==> config.mk <==
export PLATFORM = sky130hd
export DESIGN_NAME = seq_fill_writer
export DESIGN_NICKNAME = d
export VERILOG_FILES = /design/src/rtl/seq_fill_pkg.sv /design/src/rtl/seq_fill_dpath.sv /design/src/rtl/seq_fill_ctrl.sv /design/src/rtl/seq_fill_writer.sv
export SDC_FILE = /design/constraint.sdc
export NUM_CORES = 1
export LEC_CHECK = 0
export ABC_AREA = 0
export BUFFER_PORTS_ARGS = -buffer_cell sky130_fd_sc_hd__buf_2
export CAP_MARGIN = 20
export CORE_ASPECT_RATIO = 1.1
export CORE_UTILIZATION = 50
export CTS_CLUSTER_SIZE = 10
export DETAILED_ROUTE_END_ITERATION = 6
export PLACE_DENSITY = 0.76
export SLEW_MARGIN = 20
export SYNTH_ARGS = -nofsm -noshare
export SYNTH_HDL_FRONTEND = slang
export SYNTH_HIERARCHICAL = 1
export SYNTH_SLANG_ARGS = --single-unit
==> constraint.sdc <==
create_clock -name clk -period 2 [get_ports clk]
set_clock_uncertainty 0.15 [all_clocks]
set_input_delay 0.4 -clock clk [delete_from_list [all_inputs] [get_ports clk]]
set_output_delay 0.4 -clock clk [all_outputs]
set_load 0.005 [all_outputs]
==> src/rtl/seq_fill_pkg.sv <==
package seq_fill_pkg;

  // Sequencer phases; IDLE is the reset phase, INIT clears and samples.
  typedef enum logic [1:0] {
    ST_IDLE  = 2'd0,
    ST_INIT  = 2'd1,
    ST_WRITE = 2'd2,
    ST_DONE  = 2'd3
  } fillState_t;

  // Strobes from control to datapath.
  typedef struct packed {
    logic clearCnt;  // zero address, data and word counters
    logic latchSel;  // sample the step switch
    logic advance;   // step counters after the current write
    logic writeOn;   // current cycle carries a write
  } fillCtl_t;

endpackage

==> src/rtl/seq_fill_dpath.sv <==
module seq_fill_dpath
  import seq_fill_pkg::*;
#(
  parameter int unsigned DATA_W     = 32,
  parameter int unsigned ADDR_W     = 32,
  parameter int unsigned WORD_COUNT = 1000,
  parameter int unsigned SEL_W      = 2,
  parameter logic [DATA_W-1:0] STEP0 = 32'h0400_0004,
  parameter logic [DATA_W-1:0] STEP1 = 32'h0404_0404,
  parameter logic [DATA_W-1:0] STEP2 = 32'h0000_0004,
  parameter logic [DATA_W-1:0] STEP3 = 32'h0000_0001
) (
  input  logic              clk,
  input  logic              rst,
  input  fillCtl_t          ctl,
  input  logic [SEL_W-1:0]  stepSel,
  output logic              lastWord,
  output logic [ADDR_W-1:0] ramAddr,
  output logic [DATA_W-1:0] ramWrData,
  output logic [SEL_W-1:0]  selLed
);

  localparam int unsigned CNT_W = $clog2(WORD_COUNT);
  localparam logic [ADDR_W-1:0] BYTE_STEP = ADDR_W'(DATA_W / 8);
  localparam logic [CNT_W-1:0]  LAST_IDX  = CNT_W'(WORD_COUNT - 1);

  logic [CNT_W-1:0]  wordCnt;
  logic [ADDR_W-1:0] addrReg;
  logic [DATA_W-1:0] dataReg;
  logic [SEL_W-1:0]  selReg;
  logic [DATA_W-1:0] stepVal;

  // Step chosen by the sampled switch code.
  always_comb begin
    case (selReg[1:0])
      2'b00:   stepVal = STEP0;
      2'b01:   stepVal = STEP1;
      2'b10:   stepVal = STEP2;
      default: stepVal = STEP3;
    endcase
  end

  always_ff @(posedge clk) begin
    if (rst) begin
      wordCnt <= '0;
      addrReg <= '0;
      dataReg <= '0;
      selReg  <= '0;
    end else begin
      if (ctl.clearCnt) begin
        wordCnt <= '0;
        addrReg <= '0;
        dataReg <= '0;
      end else if (ctl.advance) begin
        wordCnt <= wordCnt + CNT_W'(1);
        addrReg <= addrReg + BYTE_STEP;
        dataReg <= dataReg + stepVal;
      end
      if (ctl.latchSel) begin
        selReg <= stepSel;
      end
    end
  end

  assign lastWord  = (wordCnt == LAST_IDX);
  assign ramAddr   = ctl.writeOn ? addrReg : '0;
  assign ramWrData = ctl.writeOn ? dataReg : '0;
  assign selLed    = selReg;

endmodule

==> src/rtl/seq_fill_ctrl.sv <==
module seq_fill_ctrl
  import seq_fill_pkg::*;
#(
  parameter int unsigned WE_W = 4
) (
  input  logic            clk,
  input  logic            rst,
  input  logic            start,
  input  logic            lastWord,
  output fillCtl_t        ctl,
  output logic            ramEn,
  output logic            ramRst,
  output logic [WE_W-1:0] ramWe,
  output logic            done
);

  fillState_t state, stateNext;

  always_ff @(posedge clk) begin
    if (rst) state <= ST_IDLE;
    else     state <= stateNext;
  end

  always_comb begin
    stateNext    = state;
    ctl.clearCnt = 1'b0;
    ctl.latchSel = 1'b0;
    ctl.advance  = 1'b0;
    ctl.writeOn  = 1'b0;
    case (state)
      ST_IDLE: stateNext = ST_INIT;
      ST_INIT: begin
        ctl.clearCnt = 1'b1;
        ctl.latchSel = 1'b1;
        stateNext    = ST_WRITE;
      end
      ST_WRITE: begin
        ctl.writeOn = 1'b1;
        ctl.advance = 1'b1;
        if (lastWord) stateNext = ST_DONE;
      end
      default: begin
        if (start) stateNext = ST_INIT;
      end
    endcase
  end

  // All port controls are defined in every phase.
  assign ramEn  = ctl.writeOn;
  assign ramRst = ~ctl.writeOn;
  assign ramWe  = {WE_W{ctl.writeOn}};
  assign done   = (state == ST_DONE);

endmodule

==> src/rtl/seq_fill_writer.sv <==
module seq_fill_writer
  import seq_fill_pkg::*;
#(
  parameter int unsigned DATA_W     = 32,
  parameter int unsigned ADDR_W     = 32,
  parameter int unsigned WORD_COUNT = 1000,
  parameter int unsigned SEL_W      = 2,
  parameter logic [DATA_W-1:0] STEP0 = 32'h0400_0004,
  parameter logic [DATA_W-1:0] STEP1 = 32'h0404_0404,
  parameter logic [DATA_W-1:0] STEP2 = 32'h0000_0004,
  parameter logic [DATA_W-1:0] STEP3 = 32'h0000_0001,
  localparam int unsigned WE_W = DATA_W / 8
) (
  input  logic              clk,
  input  logic              rst,
  input  logic              start,
  input  logic [SEL_W-1:0]  stepSel,
  output logic              ramEn,
  output logic              ramRst,
  output logic [WE_W-1:0]   ramWe,
  output logic [ADDR_W-1:0] ramAddr,
  output logic [DATA_W-1:0] ramWrData,
  output logic [SEL_W-1:0]  selLed,
  output logic              done
);

  fillCtl_t ctl;
  logic     lastWord;

  seq_fill_ctrl #(.WE_W(WE_W)) u_ctrl (
    .clk      (clk),
    .rst      (rst),
    .start    (start),
    .lastWord (lastWord),
    .ctl      (ctl),
    .ramEn    (ramEn),
    .ramRst   (ramRst),
    .ramWe    (ramWe),
    .done     (done)
  );

  seq_fill_dpath #(
    .DATA_W(DATA_W), .ADDR_W(ADDR_W), .WORD_COUNT(WORD_COUNT), .SEL_W(SEL_W),
    .STEP0(STEP0), .STEP1(STEP1), .STEP2(STEP2), .STEP3(STEP3)
  ) u_dpath (
    .clk       (clk),
    .rst       (rst),
    .ctl       (ctl),
    .stepSel   (stepSel),
    .lastWord  (lastWord),
    .ramAddr   (ramAddr),
    .ramWrData (ramWrData),
    .selLed    (selLed)
  );

endmodule

Yosys cells after proc, flatten, opt, wreduce, memory -nomap -nowiden:

Index checks and enable logic that the tools add are counted.

* input port bits: 5
* output and inout bits: 73
* register bits: 78
* logic and storage cells: 29

* bitwise logic cells: 1
* reductions and logical operators: 5
* eq/ne operators: 7
* muxes and demuxes: 8
* $add $sub $neg: 3

Operators by type and width (number)
* 27-bit one-hot mux with 3 select lines: 1
* 32-bit 2-to-1 mux: 2
* 32-bit by 27-bit adder with 32-bit output: 1
* 32-bit by 3-bit adder with 32-bit output (second input constant): 1
* 10-bit by 1-bit adder with 10-bit output (second input constant): 1
* 10-bit == test (second input constant): 1
* 2-bit 2-to-1 mux: 4
* 2-bit == test (second input constant): 3
* 2-bit one-hot mux with 3 select lines: 1
* 2-bit by 1-bit == test with 1-bit output (second input constant): 2
* 2-bit zero test: 2
* 4-bit nonzero test: 1
* 2-bit inequality test (second input constant): 1
* 2-bit AND reduction: 1
* 2-bit OR reduction: 1
* 1-bit NOT: 1

Longest topological paths before layout:

Gate-level depths: netlist of the first run.

* depth in word-level cells: 3
* mapped depth: 9
* gate-level depth less buffers: 9

By module:

Netlist of the first run, hierarchy kept.

By module, submodules not included
* seq_fill_dpath: times used 1, area each 3955.0 um^2, cells an instance 469, sequential area each 1481.4 um^2
* seq_fill_ctrl: times used 1, area each 232.7 um^2, cells an instance 26, sequential area each 40.0 um^2

Worst setup path before layout of the first run:

OpenSTA, ideal clock, no wires.

* path type: flip-flop to flip-flop
* start point: reg u_ctrl.state[0]
* end point: reg u_dpath.addrReg[22]
* clock period less this slack: 2.238 ns
* required time: 1.722 ns
* arrival: 1.960 ns
* stages on the path, launching flop included: 10
* setup time: 0.128 ns
* path buffers: 2
* setup slack: -0.238 ns
* path through: dfxtp_1 -> inv_1 -> ha_1 -> buf_4 -> buf_2 -> and4_1 -> nand2_1 -> nor4b_1 -> xnor2_1 -> nor2_1

RTL lines
* start: declaration: line seq_fill_ctrl.sv:17 `fillState_t state, stateNext;`
* start signal: assignment: line seq_fill_ctrl.sv:21 `else state <= stateNext;`
* end signal: assignment: line seq_fill_dpath.sv:56 `addrReg <= addrReg + BYTE_STEP;`
* end: declaration: line seq_fill_dpath.sv:28 `logic [ADDR_W-1:0] addrReg;`

Final worst setup path of the first run:

* start point: reg u_dpath.selReg[0], in the netlist u_dpath/selLed[0]
* end point: reg u_dpath.dataReg[31]

* word-level cells in the longest chain between the ends: 3
* elaborated cells on any way between the ends: 5
* those cells by class: add/sub: 1; eq/ne: 2; mux: 1; reduce/logical: 1

RTL lines
* start: declaration: line seq_fill_dpath.sv:30 `logic [SEL_W-1:0] selReg;`
* start signal: assignment: line seq_fill_dpath.sv:60 `selReg <= stepSel;`
* 2-bit == test (tied with other cells): line seq_fill_dpath.sv:35 `case (selReg[1:0])`
* 27-bit one-hot mux with 3 select lines (*): line seq_fill_dpath.sv:35
* 32-bit by 27-bit adder with 32-bit output (*): line seq_fill_dpath.sv:57 `dataReg <= dataReg + stepVal;`
* end signal: assignment: line seq_fill_dpath.sv:57
* end: declaration: line seq_fill_dpath.sv:29 `logic [DATA_W-1:0] dataReg;`

Every way passes the cells marked *; elsewhere a longest branch is shown, timed or not.
A chain may end at the register's enable or synchronous reset.

==> results of run 1 <==
layout by cell type, fill, tap and decap left out, types with 15 or more instances in the layout:
cell,count
dfxtp_1,72
nand4_1,19
buf_2,41
and2_4,34
nand3_1,15
xor2_1,35
buf_6,46
nor2_1,74
buf_4,43
nand2_1,23
and2_1,29
xnor2_1,22
power groups by stage:
| stage | Sequential (uW) | Clock, uW | Combinational, uW |
|---|---|---|---|
| floorplan | 1670 | 0 | 684 |
| CTS | 1650 | 1140 | 1150 |
| detailed placement | 1680 | 0 | 971 |
| global placement | 1680 | 0 | 932 |
| finish | 1650 | 1120 | 1370 |
| global route | 1660 | 1190 | 1470 |
stage by stage:
stage	cells	setup WS, ps
final	726	-181
after global routing	726	-296
after CTS	711	-107
after detailed placement	684	-97.4
after global placement	684	-19.4
after floorplan	496	-57.2
registers in the layout, summed over array words and instances, names as in the netlist:
| name | flops |
|---|---|
| u_ctrl/state | 2 |
| u_dpath/addrReg | 30 |
| u_dpath/dataReg | 32 |
| u_dpath/selLed | 2 |
| u_dpath/wordCnt | 10 |
final timing paths:
check | from | endpoint | slack [ps] | depth (start not counted)
worst min register to register | u_dpath/addrReg[31] | u_dpath/addrReg[31] | 340 | 2
worst max-delay path | u_dpath/selLed[0] | u_dpath/dataReg[31] | -180 | 8
worst max register to register | u_dpath/selLed[0] | u_dpath/dataReg[31] | -180 | 8
worst min-delay path | stepSel[0] | u_dpath/selLed[0] | 150 | 3
cell type report:
type / instances / area, sq um / share of cell area [%]
clock inverter: 7 / 58.8 / 1.00
sequential: 76 / 1530 / 26.0
timing repair buffer: 135 / 1160 / 19.7
inverter: 13 / 48.8 / 0.830
multi-input combinational: 378 / 2830 / 48.1
clock buffer: 9 / 124 / 2.11
tap: 108 / 135 / 2.30
synth_stat cells (all sizes together) (2+ instances only):
cell and instances:
ha 13, a21oi 12, or3 9, nand2b 3
nand4 22, nor2b 2, o31ai 3, inv 13
o21ai 9, nand3 18, nor2 74, nor3 5
clkbuf 14, and4 8, o211ai 2, dfxtp 76
mux2i 8, xor2 35, a31oi 3, buf 15
a211oi 2, and2 64, nor4 11, xnor2 22
and3 8, nand2 28
logic make-up after synthesis:
family	Yosys count
and+or+nand+nor	257
DFF	76
xor gates and xnor gates	57
buffers and inverters	42
AOI/OAI and AO/OA	40
adders and majority gates	13
muxes	9
other	1
worst max-delay path, stage by stage, from the launching register on:
cell	delay [ps]
dfxtp_2	340
nor2b_4	140
ha_4	270
nand4_4	110
buf_6	160
o31ai_4	290
a31oi_2	180
or3_1	340
a21oi_1	130
per-layer routing:
metal / GRT usage (%) / vias up
met5: 0 / -
met4: 12.3 / 0
met3: 3.47 / 39
met2: 38.3 / 139
met1: 28.6 / 1867
li1: - / 1905
what timing repair did:
item,CTS,global route
pin swaps,11,22
endpoints found under the setup margin,76,95
gates cloned,0,4
buffers inserted,12,15
resized for setup,28,99
hold buffers,0,0
==> impl_metrics.toml, run 1 <==
[outcome]
status = "complete, but fails checks"
violations = "setup timing"

[power]
p_comb_share_pct = 33.2
swShare_pct = 34.0
total_power_uw = 4140
clkPwrFrac_pct = 26.9
switching_power_uw = 1410
vdd_drop_max_mv = 0.560
p_per_area_nw_per_um2 = 704
seqPwrFrac_pct = 39.9
p_leak_uw = 0.00246
p_int_uw = 2730

[detailed_routing]
ant_nets = 0
wirelength_met1_um = 4630
via_per_inst = 5.44
wl_um = 11200
drc = 0
drt_iter0_drc = 144
dr_wl_met2_um = 5670
vias = 3950
wire_per_inst_um = 15.4
top_layer = "met4"
drt_first_pass_iters = 5
wl_met3_um = 481

[worst_setup_path]
cp.arrival_ps = 2330
end_kind = "register"
required_ps = 2140
start_kind = "register"
path_class = "reg -> reg"
critPathMaxFanout = 4

[clocking]
cts-buffers-inserted = 9
htree_levels = 3
clkLatencyLatePin_ps = 370
clk_path_buf_depth = 2
clk_pin_slew_ps = 80
root_buffer = "clkbuf_8"
cts_num_sinks = 76
cts_tree = "yes"

[synth]
netlist.area_leader.share_pct = 36.3
synth_compound_area_share_pct = 7.17
synthAdderAreaFrac_pct = 3.88
synth_simple_gate_area_share_pct = 33.7
ys_types = 52
ys_ff_latch = 76
synth_xor_area_share_pct = 11.9
yosys.area.top_type = "dfxtp_1"
yosys_warnings = 6
synthTopCellsByArea = "dfxtp_1 (36%), and2_1 (9.4%), xor2_1 (7.3%), nor2_1 (6.6%), xnor2_1 (4.6%)"
synth_flop_cell = "dfxtp_1"
synthCells = 495
synth_edf_count = 0
netlist_area_sq_um = 4190
synthMuxAreaShare_pct = 2.27
syn_avg_cell_area_sq_um = 8.46
synth_top_family_by_area = "simple AND/OR/NAND/NOR gates"
ys_seq_area_share_pct = 36.3
async_flop_share_pct = 0

[timing]
fin_setup_tns_ps = -3680
setup_violations = 51
rsz0062_at_grt = "yes"
fmax_ghz = 0.458
worst_slack_ps = -181
hold_violations = 0
period_share_pct = 109
min_period_ps = 2180
finalMaxSlewViolations = 0
whs_ps = 151

[layout]
finalNetCount = 631
design_area_sq_um = 5880
antenna_cells = 0
syn2layout_area_growth_pct = 40.5
final_util_pct = 73.5
n_fill_cell = 576
layout-drive-gt1-share_pct = 38.8

[global_routing]
grt_use_total_pct = 23.2
grt_max_degree = 37
grt_pass1_vias = 3572
grt_pass1_wl_um = 15900
grt_antenna_before_repair = 0
grt_overflow = 0

[die]
fp.dieH_um = 98.0
die_w_um = 89.3
core_area_sq_um = 8000
rows = 34
initial_utilization_pct = 52.4
dieArea_sq_um = 8750
io_pins = 78

[placed_design]
gp_congestion = 0.850
io_buffers = 75
place_area_sq_um = 4940
dpl.hpwl_um = 6870

[flow_run]
cap_violations = 0

[worst_hold_path]
hp-class = "in -> reg"
No activity file was read; power rests on OpenSTA's default activity.
==> inputs of run 2 (changes only) <==
--- a/config.mk
+++ b/config.mk
@@ -9,10 +9,10 @@
 export BUFFER_PORTS_ARGS = -buffer_cell sky130_fd_sc_hd__buf_2
 export CAP_MARGIN = 20
 export CORE_ASPECT_RATIO = 1.1
-export CORE_UTILIZATION = 50
+export CORE_UTILIZATION = 45
 export CTS_CLUSTER_SIZE = 10
 export DETAILED_ROUTE_END_ITERATION = 6
-export PLACE_DENSITY = 0.76
+export PLACE_DENSITY = 0.69
 export SLEW_MARGIN = 20
 export SYNTH_ARGS = -nofsm -noshare
 export SYNTH_HDL_FRONTEND = slang
==> run 2 against run 1 <==
Effect of this change:
- the run still ends with setup timing left
- wire length is 2.9% lower
- combinational power is 5% lower
- register-to-register slack better by 60 ps
- critical endpoint is now u_dpath/dataReg[26]
==> impl_metrics.toml, run 2 (same netlist as run 1, synthesis figures left out) <==
[power]
p_comb_share_pct = 29.9
seqPwrFrac_pct = 38.2
vdd_drop_max_mv = 0.530
clkPwrFrac_pct = 31.9
p_int_uw = 2970
switching_power_uw = 1370
swShare_pct = 31.5
p_leak_uw = 0.00248
p_per_area_nw_per_um2 = 741

[worst_setup_path]
crit_end = "u_dpath/dataReg[26]"
required_ps = 2150
cpPeakStageDelay_ps = 370
path_class = "reg -> reg"
worstPathCellList = "nor2b_4 > ha_4 > nand4_4 > o31ai_4 > a221oi_1 > a41oi_1 > a41o_1"
cp.arrival_ps = 2270
critPathMaxFanout = 4
reg2regPathDepth = 7
reg2reg_slack_ps = -120
end_kind = "register"
crit_start = "u_dpath/selLed[0]"
r2r-end = "u_dpath/dataReg[26]"
r2r-start = "u_dpath/selLed[0]"
crit_slowest_cell = "dfxtp_4"
start_kind = "register"

[die]
io_pins = 78
core_area_sq_um = 8960
dieArea_sq_um = 9700
rows = 36
die_w_um = 94.0
initial_utilization_pct = 46.7
fp.dieH_um = 103

[clocking]
root_buffer = "clkbuf_8"
clk_path_buf_depth = 2
cts-buffers-inserted = 9
cts_hold_buffers = 0
htree_levels = 3
clk_pin_slew_ps = 80
cts_tree = "yes"
cts_num_sinks = 76
clkLatencyLatePin_ps = 350

[timing]
whs_ps = 155
period_share_pct = 106
worst_slack_ps = -120
hold_violations = 0
fmax_ghz = 0.472
rsz0062_at_grt = "yes"
finalMaxSlewViolations = 0
min_period_ps = 2120
setup_violations = 38

[detailed_routing]
wl_um = 10800
drc = 0
via_per_inst = 5.25
vias = 3835
drt_first_pass_iters = 4
drt_iter0_drc = 171
wire_per_inst_um = 14.8
ant_nets = 0

[layout]
layout_common_cells = "nor2_1 (74), dfxtp_1 (73), buf_2 (56), buf_4 (45), and2_1 (45)"
syn2layout_area_growth_pct = 39.9
final_cells = 731
design_area_sq_um = 5860
largest_reg_flops = 32
top_regs = "u_dpath/dataReg (32), u_dpath/addrReg (30), u_dpath/wordCnt (10)"
antenna_cells = 0
largest-register = "u_dpath/dataReg"
finalNetCount = 630
n_fill_cell = 746
final_common_cell = "nor2_1"
layout-drive-gt1-share_pct = 37.8

[placed_design]
io_buffers = 75
dpl.hpwl_um = 6830
place_area_sq_um = 4980
gp_congestion = 0.834
pre_cts_ws_ps = -123
place_inst = 695

[global_routing]
grt_antenna_before_repair = 0
grt_overflow = 0
grt_max_degree = 47
grt_pass1_vias = 3314
grt_use_total_pct = 20.8
grt_pass1_wl_um = 15800

[outcome]
status = "complete, but fails checks"
violations = "setup timing"

[flow_run]
cap_violations = 0

[worst_hold_path]
hp-class = "in -> reg"
[run 2: cell types whose count changed in the layout (fill, tap and decap cells not counted), sizes merged]
| cell | before | now |
|---|---|---|
| inv | 17 | 14 |
| clkbuf | 11 | 14 |
| clkinv | 2 | 1 |
| bufinv | 0 | 2 |
| buf | 133 | 131 |
[run 2: cell type report]
type | count | area [sq um] | area share, %
flip-flops and latches | 76 | 1530 | 26.1
repair buffers | 134 | 1050 | 17.9
clock buffers | 11 | 153 | 2.61
multi-input cells | 378 | 2850 | 48.7
well taps | 114 | 143 | 2.44
clock inverters | 5 | 81.3 | 1.39
inverters | 13 | 51.3 | 0.876
[run 2: worst min path at each step]
stage	from	end	slack, ps	cells after the start
5_1_grt	stepSel[0]	u_dpath/selLed[0]	150	3
6_report	stepSel[0]	u_dpath/selLed[0]	160	3
3_5_place_dp	u_dpath/addrReg[31]	u_dpath/addrReg[31]	330	2
2_1_floorplan	u_dpath/addrReg[31]	u_dpath/addrReg[31]	290	2
4_1_cts	stepSel[0]	u_dpath/selLed[0]	140	3
3_3_place_gp	u_dpath/addrReg[31]	u_dpath/addrReg[31]	320	2
[run 2: power groups by stage]
stage	sequential [uW]	clock, uW	combinational (uW)
floorplan	1670	0	684
global placement	1670	0	929
detailed placement	1680	0	956
CTS	1650	1410	1060
global route	1670	1490	1390
finish	1660	1380	1300
[run 2: routing by layer]
layer	routed length (um)	vias to the layer above	global-route usage, %
met4	174	0	7.57
met1	4850	1828	27.2
met3	386	16	4.31
met5	0	-	0
li1	-	1910	-
met2	5430	81	34.0
[run 2: metrics by stage]
| step | setup TNS [ps] | power (uW) | util, % |
|---|---|---|---|
| 6_report | -2340 | 4340 | 65.3 |
| 5_1_grt | -5910 | 4550 | 65.3 |
| 4_1_cts | -2050 | 4120 | 60.4 |
| 3_5_place_dp | -845 | 2630 | 55.6 |
| 3_3_place_gp | -74.8 | 2600 | 55.6 |
| 2_1_floorplan | -94.6 | 2360 | - |
[run 2: worst max-delay path, delay by kind of cell, from the launching register on]
family	cells	cell delay (ps)
flops	1	370
compound gates	4	1000
simple gates	2	280
fa+ha+maj	1	270
[run 2: repair_timing]
action,in CTS,in global routing
setup endpoints to repair,73,100
gates resized for setup,29,73
pin swaps,15,23
gates cloned,0,5
hold endpoints to repair,0,0
buffers inserted,7,11
==> inputs of run 3 (changes only) <==
--- a/config.mk
+++ b/config.mk
@@ -16,5 +16,4 @@
 export SLEW_MARGIN = 20
 export SYNTH_ARGS = -nofsm -noshare
 export SYNTH_HDL_FRONTEND = slang
-export SYNTH_HIERARCHICAL = 1
 export SYNTH_SLANG_ARGS = --single-unit
==> run 3 against run 2 <==
Effect of this change:
- the flow still finishes with violations (setup timing)
- register-to-register slack improved by 50 ps
- die area decreased by 0.97%
- clock-buffer cell count fell by 1
- wire length up 2.7%
- clock power is 3% lower
- largest cell class unchanged
- synthesized area is 0.99% lower
- first-iteration DRC count shrank 22%
==> impl_metrics.toml, run 3 <==
[outcome]
status = "complete, but fails checks"
violations = "setup timing"

[clocking]
cts-buffers-inserted = 9
clk_path_buf_depth = 2
cts_num_sinks = 76
cts_tree = "yes"
root_buffer = "clkbuf_8"
clkLatencyLatePin_ps = 370
clk_pin_slew_ps = 80
htree_levels = 3
cts_hold_buffers = 0

[power]
switching_power_uw = 1500
swShare_pct = 31.4
p_int_uw = 3280
vdd_drop_max_mv = 0.507
p_per_area_nw_per_um2 = 765
p_leak_uw = 0.00249
seqPwrFrac_pct = 34.8
p_comb_share_pct = 37.2
clkPwrFrac_pct = 28.1

[detailed_routing]
via_per_inst = 5.28
ant_nets = 0
wl_um = 11100
drt_iter0_drc = 134
drt_first_pass_iters = 4
drc = 0
vias = 3858
wire_per_inst_um = 15.2

[layout]
finalNetCount = 630
final_util_pct = 70.1
antenna_cells = 0
top_regs = "u_dpath.dataReg (32), u_dpath.addrReg (30), u_dpath.wordCnt (10)"
layout-drive-gt1-share_pct = 43.9
syn2layout_area_growth_pct = 50.8
largest_reg_flops = 32
largest-register = "u_dpath.dataReg"
layout_common_cells = "nor2_1 (72), dfxtp_1 (72), buf_6 (66), and2_4 (56), buf_4 (37)"

[worst_setup_path]
cp.arrival_ps = 2210
r2r-start = "u_dpath.selLed[1]"
crit_end = "u_dpath.dataReg[22]"
r2r-end = "u_dpath.dataReg[22]"
reg2regPathDepth = 8
cpPeakStageDelay_ps = 380
critPathMaxFanout = 4
worstPathCellList = "nand2_4 > ha_4 > buf_6 > a21o_4 > a41o_4 > a22oi_2 > o21ai_1 > a21oi_1"
start_kind = "register"
path_class = "reg -> reg"
crit_start = "u_dpath.selLed[1]"
end_kind = "register"
required_ps = 2140
crit_slowest_cell = "dfxtp_4"
reg2reg_slack_ps = -70

[die]
io_pins = 78
die_w_um = 93.5
dieArea_sq_um = 9600
initial_utilization_pct = 46.5
rows = 36
fp.dieH_um = 103
core_area_sq_um = 8920

[timing]
finalMaxSlewViolations = 0
whs_ps = 114
rsz0062_at_grt = "yes"
fmax_ghz = 0.483
worst_slack_ps = -71.2
fin_setup_tns_ps = -938
period_share_pct = 104
setup_violations = 51
hold_violations = 0
min_period_ps = 2070

[synth]
yosys-top-cells-count = "nor2_1 (78), dfxtp_1 (76), and2_1 (59)"
ys_ff_latch = 76
synth_edf_count = 0
yosys.area.top_type = "dfxtp_1"
synthCells = 492
ys_seq_area_share_pct = 36.7
netlist.area_leader.share_pct = 36.7
async_flop_share_pct = 0
yosysMostFrequentCell = "nor2_1"
yosys_warnings = 0
netlist_area_sq_um = 4150
synthTopCellsByArea = "dfxtp_1 (37%), and2_1 (8.9%), nor2_1 (7.1%), xnor2_1 (6.3%), xor2_1 (6.3%)"
ys_types = 50
synth_flop_cell = "dfxtp_1"
syn_avg_cell_area_sq_um = 8.43

[flow_run]
cap_violations = 0

[worst_hold_path]
hp-class = "in -> reg"

[placed_design]
gp_congestion = 0.786
dpl.hpwl_um = 6710
pre_cts_ws_ps = -84.3
io_buffers = 75

[global_routing]
grt_antenna_before_repair = 0
grt_use_total_pct = 21.0
grt_pass1_wl_um = 15800
grt_overflow = 0
grt_pass1_vias = 3403
grt_max_degree = 47
==> run 3: cells by family (layout without fill, tap and decap cells) <==
| family | after synthesis | after routing | share of synthesized area, % |
|---|---|---|---|
| muxes | 7 | 7 | 1.69 |
| DFF | 76 | 76 | 36.7 |
| AOI/OAI and AO/OA | 35 | 35 | 6.58 |
| buffers and inverters | 39 | 163 | 5.58 |
| and+or+nand+nor | 261 | 261 | 32.8 |
| adders and majority gates | 13 | 13 | 3.92 |
| xor gates and xnor gates | 60 | 60 | 12.7 |
| other | 1 | 2 | 0.0904 |
==> run 3: routing by layer <==
layer | vias up | global-route usage (%) | share of wire, %
met5 | - | 0 | 0
met3 | 15 | 3.83 | 3.2
met4 | 0 | 8.99 | 1.6
met2 | 84 | 36.5 | 53
met1 | 1863 | 25.4 | 43
li1 | 1896 | - | -
==> run 3: critical path: cells and delay by family (launching register included) <==
| family | cells | cell delay, ps |
|---|---|---|
| compound gates | 5 | 1030 |
| fa+ha+maj | 1 | 250 |
| buf+inv | 1 | 120 |
| flops | 1 | 380 |
| simple gates | 1 | 60 |
==> run 3: cell type report <==
class	count	area [sq um]
fillers	643	2670
flip-flops and latches	76	1530
clock buffers	10	138
multi-input cells	378	2860
repair buffers	136	1450
well taps	114	143
inverters	11	48.8
clock inverters	6	87.6
==> run 3: how the worst min path moves through the flow <==
stage | to | depth (start not counted) | start
after floorplan | u_dpath.dataReg[30] | 2 | u_dpath.dataReg[30]
after global placement | u_dpath.dataReg[30] | 2 | u_dpath.dataReg[30]
final | u_ctrl.state[1] | 2 | rst
after CTS | u_ctrl.state[0] | 2 | rst
after global routing | u_ctrl.state[1] | 2 | rst
after detailed placement | u_dpath.dataReg[30] | 2 | u_dpath.dataReg[30]
==> run 3: what timing repair did <==
action / 4_1_cts / 5_1_grt
gates resized for setup: 61 / 144
gates cloned: 2 / 5
buffers inserted: 16 / 6
endpoints found under the setup margin: 77 / 96
pin swaps: 20 / 12
==> run 3: power groups by stage <==
stage | sequential (uW) | combinational (uW) | clock, uW
4_1_cts | 1660 | 1370 | 1350
3_5_place_dp | 1680 | 1010 | 0
2_1_floorplan | 1670 | 738 | 0
6_report | 1660 | 1780 | 1340
3_3_place_gp | 1680 | 995 | 0
5_1_grt | 1670 | 1910 | 1420
==> run 3: stage by stage <==
step	total power [uW]	instances	instance area [sq um]
6_report	4780	731	6250
5_1_grt	5010	731	6250
4_1_cts	4380	721	5420
3_5_place_dp	2690	688	4810
3_3_place_gp	2670	688	4810
2_1_floorplan	2410	493	4220
